==> src/rtl/smi_evt_pkg.sv <==
// Package: smi_evt_pkg
// Bit layout and sizes shared by the SMI event register modules.
// Assumes a 32-bit word; the event, shadow and enable fields are contiguous.
package smi_evt_pkg;
    localparam int WORD_W  = 32;
    localparam int N_EVT   = 3;   // latched events: [2] BAR write, [1] command write, [0] semaphore change
    localparam int EVT_LSB = 29;  // event field occupies 31:29
    localparam int N_STS   = 6;   // mirrored status bits
    localparam int STS_LSB = 16;  // shadow field occupies 21:16
    localparam int EN_LSB  = 13;  // enable field occupies 15:13, same order as events
    localparam int EVT_LANE = EVT_LSB / 8;
    localparam int EN_LANE  = EN_LSB / 8;
endpackage

==> src/rtl/smi_sticky_evt.sv <==
// Module: smi_sticky_evt
// A row of sticky event bits: an event pulse sets a bit, a clear request
// resets it, and on a clash the set wins so no event is lost.
// Assumes set and clear requests are already qualified by the caller.
module smi_sticky_evt #(
    parameter int N = 3
) (
    input  logic         clk,
    input  logic         rst_n,
    input  logic [N-1:0] set_i,
    input  logic [N-1:0] clr_i,
    output logic [N-1:0] evt_o
);
    logic [N-1:0] evt_q;

    for (genvar i = 0; i < N; i++) begin : g_bit
        // Holds one event until software clears it; set has priority.
        always_ff @(posedge clk) begin
            if (!rst_n)
                evt_q[i] <= 1'b0;
            else if (set_i[i])
                evt_q[i] <= 1'b1;
            else if (clr_i[i])
                evt_q[i] <= 1'b0;
        end

        AST_SET_WINS: assert property (@(posedge clk) disable iff (!rst_n)
            set_i[i] |=> evt_q[i]);
        AST_CLEAR_WORKS: assert property (@(posedge clk) disable iff (!rst_n)
            (clr_i[i] && !set_i[i]) |=> !evt_q[i]);
        AST_HOLD_IDLE: assert property (@(posedge clk) disable iff (!rst_n)
            (!clr_i[i] && !set_i[i]) |=> $stable(evt_q[i]));
    end

    assign evt_o = evt_q;
endmodule

==> src/rtl/smi_sem_edge.sv <==
// Module: smi_sem_edge
// Samples the ownership semaphore once and flags any change between two
// consecutive samples, in either direction.
// Assumes the semaphore is synchronous to clk; both sample stages reset to
// SEM_RST so a semaphore resting at that value gives no event on reset.
module smi_sem_edge #(
    parameter logic SEM_RST = 1'b0
) (
    input  logic clk,
    input  logic rst_n,
    input  logic sem_i,
    output logic chg_o
);
    logic sem_q;
    logic sem_prev_q;

    // Two-stage sample history of the semaphore.
    always_ff @(posedge clk) begin
        if (!rst_n) begin
            sem_q      <= SEM_RST;
            sem_prev_q <= SEM_RST;
        end else begin
            sem_q      <= sem_i;
            sem_prev_q <= sem_q;
        end
    end

    // A change shows as a difference between the two stages.
    always_comb chg_o = sem_q ^ sem_prev_q;

    AST_SEM_CHANGE_SEEN: assert property (@(posedge clk) disable iff (!rst_n)
        ($past(rst_n) && (sem_i != $past(sem_i))) |=> chg_o);
    AST_SEM_QUIET: assert property (@(posedge clk) disable iff (!rst_n)
        ($past(rst_n) && (sem_i == $past(sem_i))) |=> !chg_o);
endmodule

==> src/rtl/smi_en_ctl.sv <==
// Module: smi_en_ctl
// Holds the per-event enables and forms the registered SMI request level
// from the enabled latched events.
// Assumes the write qualifier is already decoded for the enable byte lane.
module smi_en_ctl #(
    parameter int N = 3
) (
    input  logic         clk,
    input  logic         rst_n,
    input  logic         en_wr_i,
    input  logic [N-1:0] en_d_i,
    input  logic [N-1:0] evt_i,
    output logic [N-1:0] en_o,
    output logic         smi_o
);
    logic [N-1:0] en_q;
    logic         smi_q;

    // Enable bits load from software writes to their byte lane.
    always_ff @(posedge clk) begin
        if (!rst_n)
            en_q <= '0;
        else if (en_wr_i)
            en_q <= en_d_i;
    end

    // SMI level: OR of enabled events, registered once.
    always_ff @(posedge clk) begin
        if (!rst_n)
            smi_q <= 1'b0;
        else
            smi_q <= |(evt_i & en_q);
    end

    assign en_o  = en_q;
    assign smi_o = smi_q;

    AST_EN_LOAD: assert property (@(posedge clk) disable iff (!rst_n)
        en_wr_i |=> (en_q == $past(en_d_i)));
    AST_EN_KEEP: assert property (@(posedge clk) disable iff (!rst_n)
        !en_wr_i |=> $stable(en_q));
endmodule

==> src/rtl/smi_evt_reg.sv <==
// Module: smi_evt_reg
// SMI event status and enable register: three sticky write-1-to-clear
// events, six read-only status shadows, three enables, one SMI level.
// Assumes the bus decoder raises wr_en only for this dword and that the
// reset is the suspend-domain reset.
module smi_evt_reg
    import smi_evt_pkg::*;
#(
    parameter logic SEM_RST = 1'b0
) (
    input  logic              clk,
    input  logic              rst_sus_n,
    input  logic              bar_wr_evt,
    input  logic              cmd_wr_evt,
    input  logic              os_own_sem,
    input  logic [N_STS-1:0]  hc_sts,
    input  logic              wr_en,
    input  logic [3:0]        wr_be,
    input  logic [WORD_W-1:0] wr_data,
    output logic [WORD_W-1:0] rd_data,
    output logic              smi_req
);
    logic [N_EVT-1:0] evt_set;
    logic [N_EVT-1:0] evt_clr;
    logic [N_EVT-1:0] evt;
    logic [N_EVT-1:0] en;
    logic             sem_chg;
    logic             en_wr;
    logic             unused_wr_bits;

    smi_sem_edge #(.SEM_RST(SEM_RST)) u_sem (
        .clk   (clk),
        .rst_n (rst_sus_n),
        .sem_i (os_own_sem),
        .chg_o (sem_chg)
    );

    // Event sources in field order: BAR write, command write, semaphore.
    always_comb evt_set = {bar_wr_evt, cmd_wr_evt, sem_chg};

    for (genvar i = 0; i < N_EVT; i++) begin : g_clr
        // Write-1-to-clear qualified by the byte lane holding the bit.
        always_comb evt_clr[i] = wr_en && wr_be[(EVT_LSB + i) / 8] && wr_data[EVT_LSB + i];
    end

    smi_sticky_evt #(.N(N_EVT)) u_evt (
        .clk   (clk),
        .rst_n (rst_sus_n),
        .set_i (evt_set),
        .clr_i (evt_clr),
        .evt_o (evt)
    );

    // Enable field writes need its byte lane.
    always_comb en_wr = wr_en && wr_be[EN_LANE];

    smi_en_ctl #(.N(N_EVT)) u_en (
        .clk     (clk),
        .rst_n   (rst_sus_n),
        .en_wr_i (en_wr),
        .en_d_i  (wr_data[EN_LSB +: N_EVT]),
        .evt_i   (evt),
        .en_o    (en),
        .smi_o   (smi_req)
    );

    // Read word: events, live shadows, enables; everything else zero.
    always_comb begin
        rd_data = '0;
        rd_data[EVT_LSB +: N_EVT] = evt;
        rd_data[STS_LSB +: N_STS] = hc_sts;
        rd_data[EN_LSB  +: N_EVT] = en;
    end

    // Write-data bits with no storage behind them.
    assign unused_wr_bits = ^{wr_data[28:16], wr_data[12:0], wr_be[2], wr_be[0]};

    AST_SMI_RISE: assert property (@(posedge clk) disable iff (!rst_sus_n)
        (|(evt & en)) |=> smi_req);
    AST_SMI_FALL: assert property (@(posedge clk) disable iff (!rst_sus_n)
        !(|(evt & en)) |=> !smi_req);
    AST_BAR_SETS: assert property (@(posedge clk) disable iff (!rst_sus_n)
        bar_wr_evt |=> rd_data[31]);
    AST_CMD_SETS: assert property (@(posedge clk) disable iff (!rst_sus_n)
        cmd_wr_evt |=> rd_data[30]);
endmodule

==> config.mk <==
export PLATFORM = sky130hd
export DESIGN_NAME = smi_evt_reg
export DESIGN_NICKNAME = d
export VERILOG_FILES = /design/src/rtl/smi_evt_pkg.sv /design/src/rtl/smi_sticky_evt.sv /design/src/rtl/smi_sem_edge.sv /design/src/rtl/smi_en_ctl.sv /design/src/rtl/smi_evt_reg.sv
export SDC_FILE = /design/constraint.sdc
export NUM_CORES = 1
export LEC_CHECK = 0
export ABC_AREA = 1
export BUFFER_PORTS_ARGS = -buffer_cell sky130_fd_sc_hd__buf_2
export CAP_MARGIN = 10
export CORE_ASPECT_RATIO = 0.8
export CORE_MARGIN = 5
export CORE_UTILIZATION = 28
export CTS_CLUSTER_DIAMETER = 100
export DETAILED_ROUTE_END_ITERATION = 12
export GPL_ROUTABILITY_DRIVEN = 0
export PLACE_DENSITY = 0.8
export SLEW_MARGIN = 40
export SYNTH_ARGS = -nofsm -noshare
export SYNTH_HDL_FRONTEND = slang
export SYNTH_SLANG_ARGS = --single-unit
==> constraint.sdc <==
create_clock -name clk -period 0.9 [get_ports clk]
set_input_delay 0.135 -clock clk [delete_from_list [all_inputs] [get_ports clk]]
set_output_delay 0.135 -clock clk [all_outputs]
set_load 0.1 [all_outputs]
==> results of run 1 <==
==> cells by family after synthesis <==
group	count (synthesis)	synth area share, %
flops	9	33.49
compound gates	6	5.580
buf+inv	35	42.79
other cells	1	0.6970
simple gates	23	17.44
==> metal layers <==
metal,vias up,global-route usage (%),part of all wire (%)
li1,224,-,-
met1,188,5.975,30
met2,20,14.71,57
met3,0,6.085,13
met4,0,0.7547,0
met5,-,0,0
==> sequential cells by signal (all words and copies together) (netlist names) <==
signal / count
u_en.en_o: 3
u_evt.evt_o: 3
u_sem.sem_q: 1
u_sem.sem_prev_q: 1
u_en.smi_o: 1
==> worst paths after layout <==
| path | slack [ps] | cells past startpoint | end | startpoint |
|---|---|---|---|---|
| max | -20 | 1 | rd_data[15] | u_en.en_o[2]$_SDFFE_PN0P_ |
| min | 60 | 3 | u_sem.sem_q$_SDFF_PN0_ | os_own_sem |
| max reg2reg | 110 | 5 | u_en.smi_o$_SDFF_PN0_ | u_evt.evt_o[1]$_SDFFE_PN0P_ |
| min reg2reg | 450 | 2 | u_sem.sem_prev_q$_SDFF_PN0_ | u_sem.sem_q$_SDFF_PN0_ |
==> through the flow <==
step                hold slack [ps]  worst slack (ps)  setup TNS [ps]  instance area [um2]  util, %
global placement              270.7             232.0               0                673.1    36.25
finish                        57.54            -23.40          -93.61                744.5    40.09
floorplan                     228.5             76.56               0                633.1        -
CTS                           50.41            -30.41          -150.3                744.5    40.09
global route                  46.53            -55.96          -301.7                744.5    40.09
detailed placement            270.7             213.7               0                673.1    36.25
==> Yosys cell counts (all sizes together) <==
| cell type | instances | share of area, % |
|---|---|---|
| nand2 | 13 | 9.5 |
| clkinv | 1 | 0.93 |
| conb | 1 | 0.70 |
| o21ai | 3 | 2.8 |
| inv | 8 | 5.6 |
| a21oi | 3 | 2.8 |
| dfxtp | 9 | 33 |
| nand3 | 4 | 3.7 |
| buf | 26 | 36 |
| nor2 | 6 | 4.2 |
==> report_power, final <==
part           total (mW)  internal (mW)  leakage [nW]  switching (mW)
logic               0.719          0.142         0.311           0.577
registers           0.445          0.421        0.0786          0.0238
clock network       0.304          0.170        0.0150           0.134
total                1.47          0.734         0.404           0.734
==> area by class of cell <==
cell class / instances / area share, %
timing repair buffer: 26 / 33.61
sequential: 9 / 27.40
multi-input combinational: 49 / 26.72
inverter: 9 / 4.706
tap: 24 / 4.034
clock buffer: 4 / 3.529
==> what timing repair did <==
item,CTS,global route
hold buffers,0,0
setup endpoints to repair,7,7
buffers inserted,6,0
==> impl_metrics.ini, run 1 <==
[floorplanning]
coreArea_mm2 = 0.001857
die_w_um = 59.01
initial_utilization_pct = 28.98
die_h_um = 49.21
rows = 14
io_pins = 81
die_area_mm2 = 0.002904

[power_and_ir_drop]
vdd_drop_max_uv = 1227
powerDensity_mw_per_mm2 = 1971
p_leak_nw = 0.4043
total_power_mw = 1.468

[cts]
cts_resized = 0
tritoncts = built
root_buffer = clkbuf_4
clock_latency_ps = 260
path_clk_slew_ps = 60
clock-sinks = 9
cts_buffers = 3
cts.htree.levels = 1
clk_path_buf_depth = 2

[global_route]
grt.overflow.total = 0
grt_pass1_wl_um = 1649
grt.total_usage_pct = 7.639
grt_pass1_vias = 404
grt_max_degree = 8
antenna_found_initial = 0

[run_status]
status = complete, but fails checks
violations = setup timing

[sta]
fmax_mhz = 1083
hold_viol_final = 0
fin_ws_ps = -23.40
final_max_slew_viol_count = 0
period_share_pct = 102.6
setup_violations = 6
rsz0062_at_grt = yes
fin_skew_ps = 3.322
period_minus_slack_ps = 923.4

[final_layout]
multiInputGateArea_um2 = 198.9
fin_nets = 146
register_area_um2 = 203.9
final_cell_mix = conb_1, buf_2, nand2_1
layout_commonest_cell = conb_1
fill_cells = 198
fin_cells = 121
syn_to_final_growth_pct = 38.37
drive_above_1_share_pct = 39.18
antenna_cells = 0

[critical_path]
cp_max_fo = 2
critPathBufInv = 1
cp_slowest_cell = dfxtp_4
max_stage_delay_ps = 360
path_cells = buf_12
worstPathArrival_ps = 790
critPathCaptureType = output port
cp_top_family = flip-flops
worstPathRequired_ps = 760
worstSetupPathType = flop to output port
critPathLaunchType = flop

[synth]
ys_ff_latch = 9
syn_area_um2 = 538.0
syn_inst = 74
syn-mean-instance-area_um2 = 7.270
ys.warnings.count = 0
ys_seq_area_share_pct = 33.49
yosysUniqueCellTypes = 11

[placed_design]
hpwl_um = 905.9
portBuffers = 20
place_inst = 111

[routing]
drtPass1Iterations = 2
drt_iter0_drc = 4
vias = 432
wire_per_inst_um = 8.661
drc = 0
drtAntennaViolNets = 0
vias_per_cell = 3.570
wl_um = 1048

[run]
max-cap-violations = 0

[hold_path]
hold_path_class = input port to flop
No activity file was read; power rests on OpenSTA's default activity.
==> run 2: changes to the inputs <==
--- a/config.mk
+++ b/config.mk
@@ -8,7 +8,7 @@
 export ABC_AREA = 1
 export BUFFER_PORTS_ARGS = -buffer_cell sky130_fd_sc_hd__buf_2
 export CAP_MARGIN = 10
-export CORE_ASPECT_RATIO = 0.8
+export CORE_ASPECT_RATIO = 1.4
 export CORE_MARGIN = 5
 export CORE_UTILIZATION = 28
 export CTS_CLUSTER_DIAMETER = 100
==> impl_metrics.ini, run 2 (same netlist as run 1, synthesis figures left out) <==
[power_and_ir_drop]
seqPwrFrac_pct = 30.3
p_sw_mw = 0.7375
powerDensity_mw_per_mm2 = 1990
vdd_drop_max_uv = 742.5
p_comb_share_pct = 48.9
p_int_mw = 0.7337
p_leak_nw = 0.4043
clkPwrFrac_pct = 20.8
total_power_mw = 1.471
swShare_pct = 50.13

[cts]
cts_hold_buf = 0
clk_path_buf_depth = 2
cts_resized = 0
tritoncts = built
cts_buffers = 3
clock_latency_ps = 260
cts.htree.levels = 1
path_clk_slew_ps = 60
root_buffer = clkbuf_4
clock-sinks = 9

[global_route]
antenna_found_initial = 0
grt.total_usage_pct = 7.644
grt_pass1_vias = 404
grt.overflow.total = 0
grt_pass1_wl_um = 1545
grt_max_degree = 8

[sta]
rsz0062_at_grt = yes
fin_ws_ps = -17.20
period_share_pct = 101.9
period_minus_slack_ps = 917.2
fmax_mhz = 1090
fin_skew_ps = 2.044
final_max_slew_viol_count = 0
setup_tns_ps = -91.78
setup_violations = 6
hold_viol_final = 0

[routing]
drc = 0
wl_um = 1112
drt_iter0_drc = 1
vias_per_cell = 3.829
vias = 448
wire_per_inst_um = 9.504
drtPass1Iterations = 3
drtAntennaViolNets = 0

[hold_path]
hold_path_class = input port to flop
hp-start = os_own_sem

[critical_path]
path_cells = buf_12
cp_top_family = flip-flops
worstSetupPathType = flop to output port
critPathCaptureType = output port
critPathLaunchType = flop
max_stage_delay_ps = 360
crit_start = u_en.en_o[1]$_SDFFE_PN0P_
critPathBufInv = 1
cp_max_fo = 2
cp_slowest_cell = dfxtp_4
worstPathArrival_ps = 780
r2r_start = u_evt.evt_o[1]$_SDFFE_PN0P_
worstPathRequired_ps = 760

[floorplanning]
die_area_mm2 = 0.002910
initial_utilization_pct = 29.86
die_h_um = 61.87
io_pins = 81
coreArea_mm2 = 0.001802
rows = 18
die_w_um = 47.05

[final_layout]
register_area_um2 = 203.9
fill_cells = 201
layout_commonest_cell = conb_1
antenna_cells = 0
drive_above_1_share_pct = 39.18
multiInputGateArea_um2 = 198.9
fin_nets = 146
syn_to_final_growth_pct = 37.44
final_cell_mix = conb_1, buf_2, nand2_1

[placed_design]
hpwl_um = 913.5
portBuffers = 20

[run_status]
violations = setup timing
status = complete, but fails checks

[run]
max-cap-violations = 0
## run 2: cell counts in the layout (fill, tap and decap cells not counted)
Identical to the previous run, type by type.
## run 2: routing by layer
metal  routed length, um  vias to the layer above  share of wire (%)  GRT usage (%)
met2                 496                       34                 45          12.23
met4                  10                        0               0.90          5.929
met1                 375                      187                 34          7.304
met5                   0                        -                  0              0
met3                 230                        2                 21          3.746
li1                    -                      225                  -              -
## run 2: layout make-up
cell class	count	area share [%]
inverter	9	4.738
timing repair buffer	26	33.84
sequential	9	27.58
tap	20	3.384
multi-input combinational	49	26.90
clock buffer	4	3.553
## run 2: power groups by stage
stage	clock (mW)	combinational, mW	sequential (mW)
after floorplan	0	0.596	0.601
after global placement	0	0.681	0.460
after detailed placement	0	0.686	0.462
after CTS	0.325	0.714	0.447
after global routing	0.343	0.743	0.448
final	0.306	0.720	0.445
## run 2: worst paths after layout
path / endpoint / slack [ps] / cells after the start
worst max-delay path: rd_data[14] / -20 / 1
worst min-delay path: u_sem.sem_q$_SDFF_PN0_ / 50 / 3
worst max register to register: u_en.smi_o$_SDFF_PN0_ / 90 / 5
worst min register to register: u_sem.sem_prev_q$_SDFF_PN0_ / 450 / 2
## run 2: through the flow
stage,hold WS [ps],setup slack (ps),cell area [um2],std cells,utilization (%)
floorplan,228.5,76.56,633.1,93,-
detailed placement,270.7,215.3,668.1,107,37.08
finish,51.99,-17.20,739.5,117,41.04
global placement,270.7,236.4,668.1,107,37.08
CTS,41.45,-49.45,732.0,116,40.63
global route,60.23,-50.83,739.5,117,41.04
## run 2: what timing repair did
action	in CTS	in global routing
setup endpoints to repair	7	7
buffers inserted	5	1
hold endpoints to repair	0	0
==> run 3: changes to the inputs <==
--- a/config.mk
+++ b/config.mk
@@ -11,10 +11,12 @@
 export CORE_ASPECT_RATIO = 1.4
 export CORE_MARGIN = 5
 export CORE_UTILIZATION = 28
+export CTS_BUF_LIST = sky130_fd_sc_hd__clkbuf_16
 export CTS_CLUSTER_DIAMETER = 100
 export DETAILED_ROUTE_END_ITERATION = 12
 export GPL_ROUTABILITY_DRIVEN = 0
-export PLACE_DENSITY = 0.8
+export PLACE_DENSITY = 0.78
+export RECOVER_POWER = 25
 export SLEW_MARGIN = 40
 export SYNTH_ARGS = -nofsm -noshare
 export SYNTH_HDL_FRONTEND = slang
==> impl_metrics.ini, run 3 (same netlist as run 1, synthesis figures left out) <==
[power_and_ir_drop]
total_power_mw = 1.939
p_leak_nw = 0.4289
powerDensity_mw_per_mm2 = 2452
vdd_drop_max_uv = 901.7

[critical_path]
cp_slowest_cell = dfxtp_4
worstPathRequired_ps = 760
cp_max_fo = 2
path_cells = buf_12
critPathLaunchType = flop
max_stage_delay_ps = 360
critPathBufInv = 1
worstPathArrival_ps = 760
critPathCaptureType = output port
worstSetupPathType = flop to output port
cp_top_family = flip-flops

[run_status]
status = finished, final reports clean

[global_route]
grt.total_usage_pct = 9.028
grt_pass1_wl_um = 1773
grt_max_degree = 8
grt.overflow.total = 0
antenna_found_initial = 0
grt_pass1_vias = 412

[sta]
period_share_pct = 99.72
final_max_slew_viol_count = 0
hold-worst-slack_ps = 83.36
period_minus_slack_ps = 897.5
hold_viol_final = 0
fin_ws_ps = 2.526
setup_tns_ps = 0
setup_violations = 0
fmax_mhz = 1114
rsz0062_at_grt = yes
fin_skew_ps = 4.074

[cts]
cts.htree.levels = 1
tritoncts = built
path_clk_slew_ps = 40
cts_buffers = 3
clock_latency_ps = 240
root_buffer = clkbuf_16
cts_hold_buf = 0
clk_path_buf_depth = 2
clock-sinks = 9

[routing]
vias_per_cell = 3.838
vias = 449
drt_iter0_drc = 5
wire_per_inst_um = 10.03
drtAntennaViolNets = 0
wl_um = 1173
drtPass1Iterations = 3
drc = 0

[placed_design]
pre_cts_slack_ps = 198.9
place_inst = 107
place_area_um2 = 668.1
portBuffers = 20

[final_layout]
layout_commonest_cell = conb_1
fin_nets = 146
syn_to_final_growth_pct = 46.98
drive_above_1_share_pct = 38.14
fill_cells = 187
final_cell_mix = conb_1, nand2_1, buf_2
fin_area_um2 = 790.8
fin_cells = 117
final_core_util_pct = 43.89
antenna_cells = 0

[floorplanning]
rows = 18
initial_utilization_pct = 29.86
coreArea_mm2 = 0.001802
die_area_mm2 = 0.002910
io_pins = 81
die_h_um = 61.87
die_w_um = 47.05

[run]
max-cap-violations = 0

[hold_path]
hold_path_class = input port to flop
run 3: cell count changes in the layout (fill, tap and decap cells not counted), sizes merged:
cell	change
inv	+1
buf	-1
run 3: per-layer routing:
metal / GRT usage, % / vias up / share of wire (%)
li1: - / 223 / -
met1: 9.059 / 189 / 34
met2: 13.98 / 31 / 49
met3: 3.746 / 6 / 15
met4: 7.905 / 0 / 2.2
met5: 0 / - / 0
run 3: area by class of cell:
class	instances	area (um2)	area share, %
Tap cell	20	25.02	3.165
Timing Repair Buffer	26	249.0	31.49
Clock buffer	3	75.07	9.494
Multi-Input combinational cell	49	198.9	25.16
Inverter	9	35.03	4.430
Sequential cell	9	203.9	25.79
Clock inverter	1	3.754	0.4747
run 3: path summary, 6_finish.rpt:
path | cells past startpoint | to | start | slack (ps)
worst max-delay path | 1 | rd_data[29] | u_evt.evt_o[0]$_SDFFE_PN0P_ | 3
worst min-delay path | 3 | u_sem.sem_q$_SDFF_PN0_ | os_own_sem | 80
worst max register to register | 5 | u_en.smi_o$_SDFF_PN0_ | u_evt.evt_o[1]$_SDFFE_PN0P_ | 100
worst min register to register | 2 | u_sem.sem_prev_q$_SDFF_PN0_ | u_sem.sem_q$_SDFF_PN0_ | 450
run 3: worst reg2reg max path: stages (launching register included):
cell	delay, ps
dfxtp_4	340
buf_4	130
nand2_1	60
nand3_1	70
nand2_1	50
inv_1	30
run 3: repair_timing:
item                                    CTS  global route
buffers inserted                          6             0
resized for setup                         0             0
pin swaps                                 0             0
endpoints found under the setup margin    6             6
run 3: where the power goes:
group | internal, mW | total [mW] | switching [mW]
clock | 0.580 | 0.770 | 0.190
sequential | 0.424 | 0.448 | 0.0246
combinational | 0.141 | 0.720 | 0.579
total | 1.15 | 1.94 | 0.794
